## src/rtl/host_tag_pkg.sv

```systemverilog
package host_tag_pkg;
  localparam int unsigned TAG_W     = 8;
  localparam int unsigned NIB_W     = TAG_W / 2;
  localparam int unsigned PORT_CNT  = NIB_W;
  localparam int unsigned QUEUE_CNT = 3;
  localparam int unsigned QUEUE_W   = $clog2(QUEUE_CNT);

  typedef struct packed {
    logic [PORT_CNT-1:0] mask;
    logic [QUEUE_W-1:0]  queue;
    logic                err;
  } tag_info_t;
endpackage

```

## src/rtl/host_tag_decode.sv

```systemverilog
module host_tag_decode
  import host_tag_pkg::*;
(
  input  logic [TAG_W-1:0] tag_byte,
  input  logic             tag_alone,
  output tag_info_t        info
);
  logic [NIB_W-1:0] port_code;
  logic [NIB_W-1:0] queue_code;
  logic             port_ok;
  logic             queue_ok;
  logic             bad;

  always_comb begin
    port_code  = tag_byte[NIB_W-1:0];
    queue_code = tag_byte[TAG_W-1:NIB_W];
    // one port, or the all-ports code
    port_ok    = (port_code == '1) || ($countones(port_code) == 1);
    queue_ok   = (32'(queue_code) < QUEUE_CNT);
    bad        = tag_alone || !port_ok || !queue_ok;
    info.err   = bad;
    info.mask  = bad ? '0 : PORT_CNT'(port_code);
    info.queue = bad ? '0 : queue_code[QUEUE_W-1:0];
  end
endmodule

```

## src/rtl/host_tag_strip_stage.sv

```systemverilog
module host_tag_strip_stage #(
  parameter int unsigned DATA_W = 8
) (
  input  logic              clk,
  input  logic              rst_n,
  input  logic              tag_en,
  input  logic              s_valid,
  output logic              s_ready,
  input  logic [DATA_W-1:0] s_data,
  input  logic              s_last,
  output logic              m_valid,
  input  logic              m_ready,
  output logic [DATA_W-1:0] m_data,
  output logic              m_last,
  output logic              end_fire,
  output logic              start_fire,
  output logic              tag_alone
);
  logic              hold_valid_q, hold_valid_d;
  logic [DATA_W-1:0] hold_data_q;
  logic              in_frame_q, in_frame_d;
  logic              s_fire;
  logic              hold_load;

  always_comb begin
    if (tag_en) begin
      m_valid = hold_valid_q && s_valid;
      m_data  = hold_data_q;
      s_ready = !hold_valid_q || m_ready;
    end else begin
      m_valid = s_valid;
      m_data  = s_data;
      s_ready = m_ready;
    end
    m_last       = s_last;
    s_fire       = s_valid && s_ready;
    hold_load    = tag_en && s_fire;
    hold_valid_d = hold_valid_q;
    if (hold_load) hold_valid_d = !s_last;
    in_frame_d   = in_frame_q;
    if (s_fire) in_frame_d = !s_last;
    end_fire     = s_fire && s_last;
    start_fire   = s_fire && !in_frame_q;
    tag_alone    = tag_en && !hold_valid_q;
  end

  always_ff @(posedge clk or negedge rst_n) begin
    if (!rst_n) begin
      hold_valid_q <= 1'b0;
      in_frame_q   <= 1'b0;
    end else begin
      hold_valid_q <= hold_valid_d;
      in_frame_q   <= in_frame_d;
    end
  end

  always_ff @(posedge clk) begin
    if (hold_load) hold_data_q <= s_data;
  end

  // a tag with no payload before it is dropped, nothing goes out
  a_r9_tag_alone_drop: assert property (@(posedge clk) disable iff (!rst_n)
    (tag_en && s_fire && s_last && !hold_valid_q) |-> !m_valid);

  // a stalled output byte stays put
  a_r10_stall_hold: assert property (@(posedge clk) disable iff (!rst_n)
    (tag_en && m_valid && !m_ready) |=> (!tag_en || (hold_valid_q && $stable(m_data))));

  // once the end flag leaves, no payload byte is left behind
  a_r2_last_empties: assert property (@(posedge clk) disable iff (!rst_n)
    (tag_en && m_valid && m_ready && m_last) |=> !hold_valid_q);
endmodule

```

## src/rtl/host_tag_info_reg.sv

```systemverilog
module host_tag_info_reg
  import host_tag_pkg::*;
(
  input  logic      clk,
  input  logic      rst_n,
  input  logic      tag_en,
  input  logic      end_fire,
  input  logic      start_fire,
  input  tag_info_t dec_info,
  output logic      info_valid,
  output tag_info_t info
);
  logic      valid_d;
  tag_info_t info_d;

  always_comb begin
    valid_d = info_valid;
    info_d  = info;
    if (end_fire) begin
      valid_d = 1'b1;
      info_d  = tag_en ? dec_info : '0;
    end else if (start_fire) begin
      valid_d = 1'b0;
    end
  end

  always_ff @(posedge clk or negedge rst_n) begin
    if (!rst_n) begin
      info_valid <= 1'b0;
      info       <= '0;
    end else begin
      info_valid <= valid_d;
      info       <= info_d;
    end
  end

  // result appears right after the final byte is taken
  a_r8_rise: assert property (@(posedge clk) disable iff (!rst_n)
    end_fire |=> info_valid);

  // result frozen until the next frame starts
  a_r8_hold_stable: assert property (@(posedge clk) disable iff (!rst_n)
    (info_valid && !end_fire && !start_fire) |=> (info_valid && $stable(info)));

  // an error never carries a destination
  a_r7_err_empty: assert property (@(posedge clk) disable iff (!rst_n)
    (info_valid && info.err) |-> (info.mask == '0 && info.queue == '0));

  // the mask is empty, a single port or every port
  a_r4_mask_shape: assert property (@(posedge clk) disable iff (!rst_n)
    info_valid |-> (($countones(info.mask) <= 1) || (info.mask == '1)));

  // queue number within range
  a_r6_queue_range: assert property (@(posedge clk) disable iff (!rst_n)
    info_valid |-> (32'(info.queue) < QUEUE_CNT));
endmodule

```

## src/rtl/host_tag_strip.sv

```systemverilog
module host_tag_strip
  import host_tag_pkg::*;
#(
  parameter int unsigned DATA_W = 8
) (
  input  logic                clk,
  input  logic                rst_n,
  input  logic                cfg_tag_en,
  input  logic                s_valid,
  output logic                s_ready,
  input  logic [DATA_W-1:0]   s_data,
  input  logic                s_last,
  output logic                m_valid,
  input  logic                m_ready,
  output logic [DATA_W-1:0]   m_data,
  output logic                m_last,
  output logic                info_valid,
  output logic [PORT_CNT-1:0] dest_mask,
  output logic [QUEUE_W-1:0]  dest_queue,
  output logic                tag_err
);
  logic [1:0] rst_pipe_q;
  logic       rst_core_n;
  logic       end_fire;
  logic       start_fire;
  logic       tag_alone;
  tag_info_t  dec_info;
  tag_info_t  info;

  always_ff @(posedge clk or negedge rst_n) begin
    if (!rst_n) rst_pipe_q <= '0;
    else        rst_pipe_q <= {rst_pipe_q[0], 1'b1};
  end
  assign rst_core_n = rst_pipe_q[1];

  host_tag_strip_stage #(.DATA_W(DATA_W)) u_stage (
    .clk       (clk),
    .rst_n     (rst_core_n),
    .tag_en    (cfg_tag_en),
    .s_valid   (s_valid),
    .s_ready   (s_ready),
    .s_data    (s_data),
    .s_last    (s_last),
    .m_valid   (m_valid),
    .m_ready   (m_ready),
    .m_data    (m_data),
    .m_last    (m_last),
    .end_fire  (end_fire),
    .start_fire(start_fire),
    .tag_alone (tag_alone)
  );

  host_tag_decode u_dec (
    .tag_byte (s_data[TAG_W-1:0]),
    .tag_alone(tag_alone),
    .info     (dec_info)
  );

  host_tag_info_reg u_info (
    .clk       (clk),
    .rst_n     (rst_core_n),
    .tag_en    (cfg_tag_en),
    .end_fire  (end_fire),
    .start_fire(start_fire),
    .dec_info  (dec_info),
    .info_valid(info_valid),
    .info      (info)
  );

  assign dest_mask  = info.mask;
  assign dest_queue = info.queue;
  assign tag_err    = info.err;

  // nothing is offered downstream while in reset
  a_r11_quiet_reset: assert property (@(posedge clk) disable iff (!rst_core_n)
    $rose(rst_core_n) |-> !info_valid);
endmodule

```

## config.mk

```make
export PLATFORM = sky130hd
export DESIGN_NAME = host_tag_strip
export DESIGN_NICKNAME = d
export VERILOG_FILES = /design/src/rtl/host_tag_pkg.sv /design/src/rtl/host_tag_decode.sv /design/src/rtl/host_tag_strip_stage.sv /design/src/rtl/host_tag_info_reg.sv /design/src/rtl/host_tag_strip.sv
export SDC_FILE = /design/constraint.sdc
export NUM_CORES = 1
export LEC_CHECK = 0
export BUFFER_PORTS_ARGS = -buffer_cell sky130_fd_sc_hd__clkbuf_2
export CAP_MARGIN = 40
export CORE_MARGIN = 8
export CORE_UTILIZATION = 52
export DETAILED_ROUTE_END_ITERATION = 6
export GPL_ROUTABILITY_DRIVEN = 0
export GPL_TIMING_DRIVEN = 1
export PLACE_DENSITY = 0.82
export SYNTH_ARGS = -nofsm -noshare
export SYNTH_HDL_FRONTEND = slang
export SYNTH_SLANG_ARGS = --single-unit
```

## constraint.sdc

```tcl
create_clock -name clk -period 1.8 [get_ports clk]
set_input_delay 0.18 -clock clk [delete_from_list [all_inputs] [get_ports clk]]
set_output_delay 0.18 -clock clk [all_outputs]
set_load 0.02 [all_outputs]
```

==> impl_results.md <==
- Outcome: finished, final reports clean
- Antenna cells: 0
- Fin crit share: 90.4%
- Unrepaired setup endpoints after global routing: false
- Vias in the first global route: 778
- WL/cell: 14.3 µm
- Crit path max fanout: 7
- Number of flops mapped to enable cells by yosys: 8
- Synthesized Nets: 99
- DRC viols: 0
- CTS tree: done
- Hold Fails Final Rpt: 0
- CP endpoint kind: flop
- CP max-delay cell: fa_1
- Kind of critical path: in2reg
- Synthesized area per cell: 12.7 µm²
- Die area: 3620 µm²
- Worst path most repeated cell: ha_1
- Data required, critical path: 1.99 ns
- Logic pwr share: 22.2%
- Critical Path Max Stage Delay: 0.48 ns
- Die Span X: 60.2 µm
- Switching pwr: 0.284 mW
- Clk root buf: clkbuf_4
- TritonCTS Buffers: 3
- Unique masters post-synth: 26
- WHS: 0.130 ns
- Reg2reg end: u_stage.hold_data_q[7]
- Worst EP arrival: 1.82 ns
- FF+latch count, synth: 20
- Fillers: 144
- Remaining antenna violation count: 0
- Post-synthesis sequential area ratio: 53.3%
- Pre-antenna DRT Iters: 4
- Pwr Density: 778 nW/µm²
- Worst setup path end: u_info.info[0]
- Number of cell rows: 16
- Nets: 141
- Critical Path Stages: 8
- First-pass GRT wire length: 3450 µm
- Tmin final: 1.63 ns
- Worst-case reg-to-reg path depth: 4
- Share of cells above drive strength 1: 46.3%
- Number of gates resized after cts: 0
- Achievable Freq: 0.614 GHz
- Final design area excluding fillers: 1290 µm²
- Hold Crit Class: in2reg
- Via count: 734
- Main synth FF type: dfrtp_1
- Synth warn: 0
- Worst vdd ir: 0.000529 V
- Post-synth top area cell: dfrtp_1
- Layout Skew: 0.00453 ns
- Reg power frac: 52.2%
- Antenna violations before repair: 0
- Area after DPL: 1240 µm²
- Synth top area share: 29.6%
- GRT Util Overall: 12.2%
- H-tree depth: 1
- Final Setup Violations: 0
- Critical path cell sequence: clkbuf_2 -> ha_1 -> ha_1 -> inv_1 -> fa_1 -> a31o_2 -> a31oi_1 -> mux2_4
- Syn Inst Count: 80
- Synth-to-layout area growth: 27.3%
- Max-slew violation count: 0
- FF-to-FF setup slack: 0.39 ns
- Vias/cell: 4.96
- I/O Buffers: 32
- Area contributors post-synth: dfrtp_1 (30%), edfxtp_1 (24%), mux2_2 (8.9%)
- Final core occ: 67.9%
- WP buf/inv: 2
- Maxcap violations: 0
- Worst-path clk slew: 0.11 ns
- Largest net degree at the start of global routing: 12
- Clk buf depth: 2
- Dpl hpwl: 1720 µm
- Initial Util: 53.4%
- Cell-internal power: 0.721 mW
- Clock latency on the worst-skew pair: 0.30 ns
- Routed wire length: 2120 µm
- Clk network pwr share: 25.5%
- CP top delay family: adder cells
- Reg2reg start: u_stage.hold_valid_q
- Total grt overflow: 0
- Cell Area, Synth: 1010 µm²
- Startpoint types: primary input
- Die height: 60.2 µm
- Share of synthesized registers carrying an async set or reset: 60.0%
- Iter 0 DRT Violations: 18
- Clk sinks: 20
- Core area: 1900 µm²
- Net Sw Frac: 28.3%
- Leakage: 0.631 nW
- Top-level I/O count: 33
- Crit path from: s_data[3]
[cells by family after synthesis]
logic type	Yosys count	share of synthesized area, %
fa+ha+maj	5	6.91
simple gates	12	6.91
other cells	1	0.370
buf+inv	17	6.78
compound gates	10	9.50
mux	15	16.3
flops	20	53.3
[final cells by class]
type	instances	area [µm²]	share of cell area, %
Tap cell	27	33.8	2.62
Multi-Input combinational cell	43	405	31.4
Clock buffer	4	36.3	2.81
Inverter	14	52.6	4.07
Timing Repair Buffer	40	223	17.2
Sequential cell	20	541	41.9
[cells in the mapped netlist (all sizes together), types with 2 or more instances]
master / number
inv: 14
buf: 2
o21ai: 2
mux2i: 6
dfrtp: 12
nor2: 2
nand4: 6
mux2: 9
o31ai: 2
ha: 4
a211oi: 2
edfxtp: 8
[cells in the final DEF (no fill, tap or decap)]
cell / instances
clkbuf_2: 32
inv_1: 14
dfrtp_1: 12
mux2_2: 8
edfxtp_1: 8
buf_4: 7
nand4_1: 6
mux2i_1: 6
ha_1: 4
clkbuf_4: 3
o21ai_0: 2
nor2_1: 2
o31ai_1: 2
nand2b_1: 1
nand2_1: 1
nor2b_2: 1
a31o_2: 1
a211oi_4: 1
and2_1: 1
o211ai_4: 1
a31oi_1: 1
mux2_4: 1
a211oi_1: 1
a21boi_0: 1
fa_1: 1
clkbuf_8: 1
dlygate4sd3_1: 1
conb_1: 1
[power groups by stage]
stage / sequential, mW / combinational, mW / clock (mW)
2_1_floorplan: 0.545 / 0.124 / 0
3_5_place_dp: 0.534 / 0.221 / 0
6_report: 0.525 / 0.223 / 0.257
3_3_place_gp: 0.534 / 0.214 / 0
4_1_cts: 0.524 / 0.225 / 0.261
5_1_grt: 0.529 / 0.242 / 0.272
[sequential cells by signal, indices dropped and copies added, names as in the netlist]
signal / flops
u_stage.hold_valid_q: 1
rst_pipe_q: 2
u_info.info: 7
u_info.info_valid: 1
u_stage.in_frame_q: 1
u_stage.hold_data_q: 8
[through the flow]
| stage | power (mW) | TNS (ns) | setup slack [ns] | cells |
|---|---|---|---|---|
| finish | 1.00 | 0 | 0.172 | 148 |
| global route | 1.04 | 0 | 0.107 | 148 |
| CTS | 1.01 | 0 | 0.177 | 148 |
| detailed placement | 0.755 | -0.298 | -0.140 | 143 |
| global placement | 0.747 | -0.0925 | -0.0921 | 143 |
| floorplan | 0.668 | 0 | 0.0476 | 80 |
[timing repair]
| action | CTS | global route |
|---|---|---|
| endpoints found under the hold margin | 2 | 0 |
| hold buffers | 1 | 0 |
| buffers inserted | 0 | 0 |
| endpoints found under the setup margin | 0 | 0 |
[worst min-delay path by stage]
stage	startpoint	to	slack [ns]	cells past startpoint
after floorplan	rst_n	rst_pipe_q[0]	-0.12	0
after global placement	rst_n	rst_pipe_q[0]	-0.04	1
after detailed placement	rst_n	rst_pipe_q[0]	-0.03	1
after CTS	s_data[6]	u_stage.hold_data_q[6]	0.13	1
after global routing	s_data[7]	u_stage.hold_data_q[7]	0.14	1
final	s_data[6]	u_stage.hold_data_q[6]	0.13	1
[per-layer routing]
metal / part of all wire [%] / wire length (µm) / vias up / GRT usage [%]
met5: 0 / 0 / - / 0
met4: 0 / 0 / 0 / 1.02
met3: 7.9 / 168 / 0 / 4.09
met2: 48 / 1020 / 23 / 21.0
met1: 44 / 934 / 347 / 14.6
li1: - / - / 364 / -
Note: power is estimated with default switching activity, not from simulation.
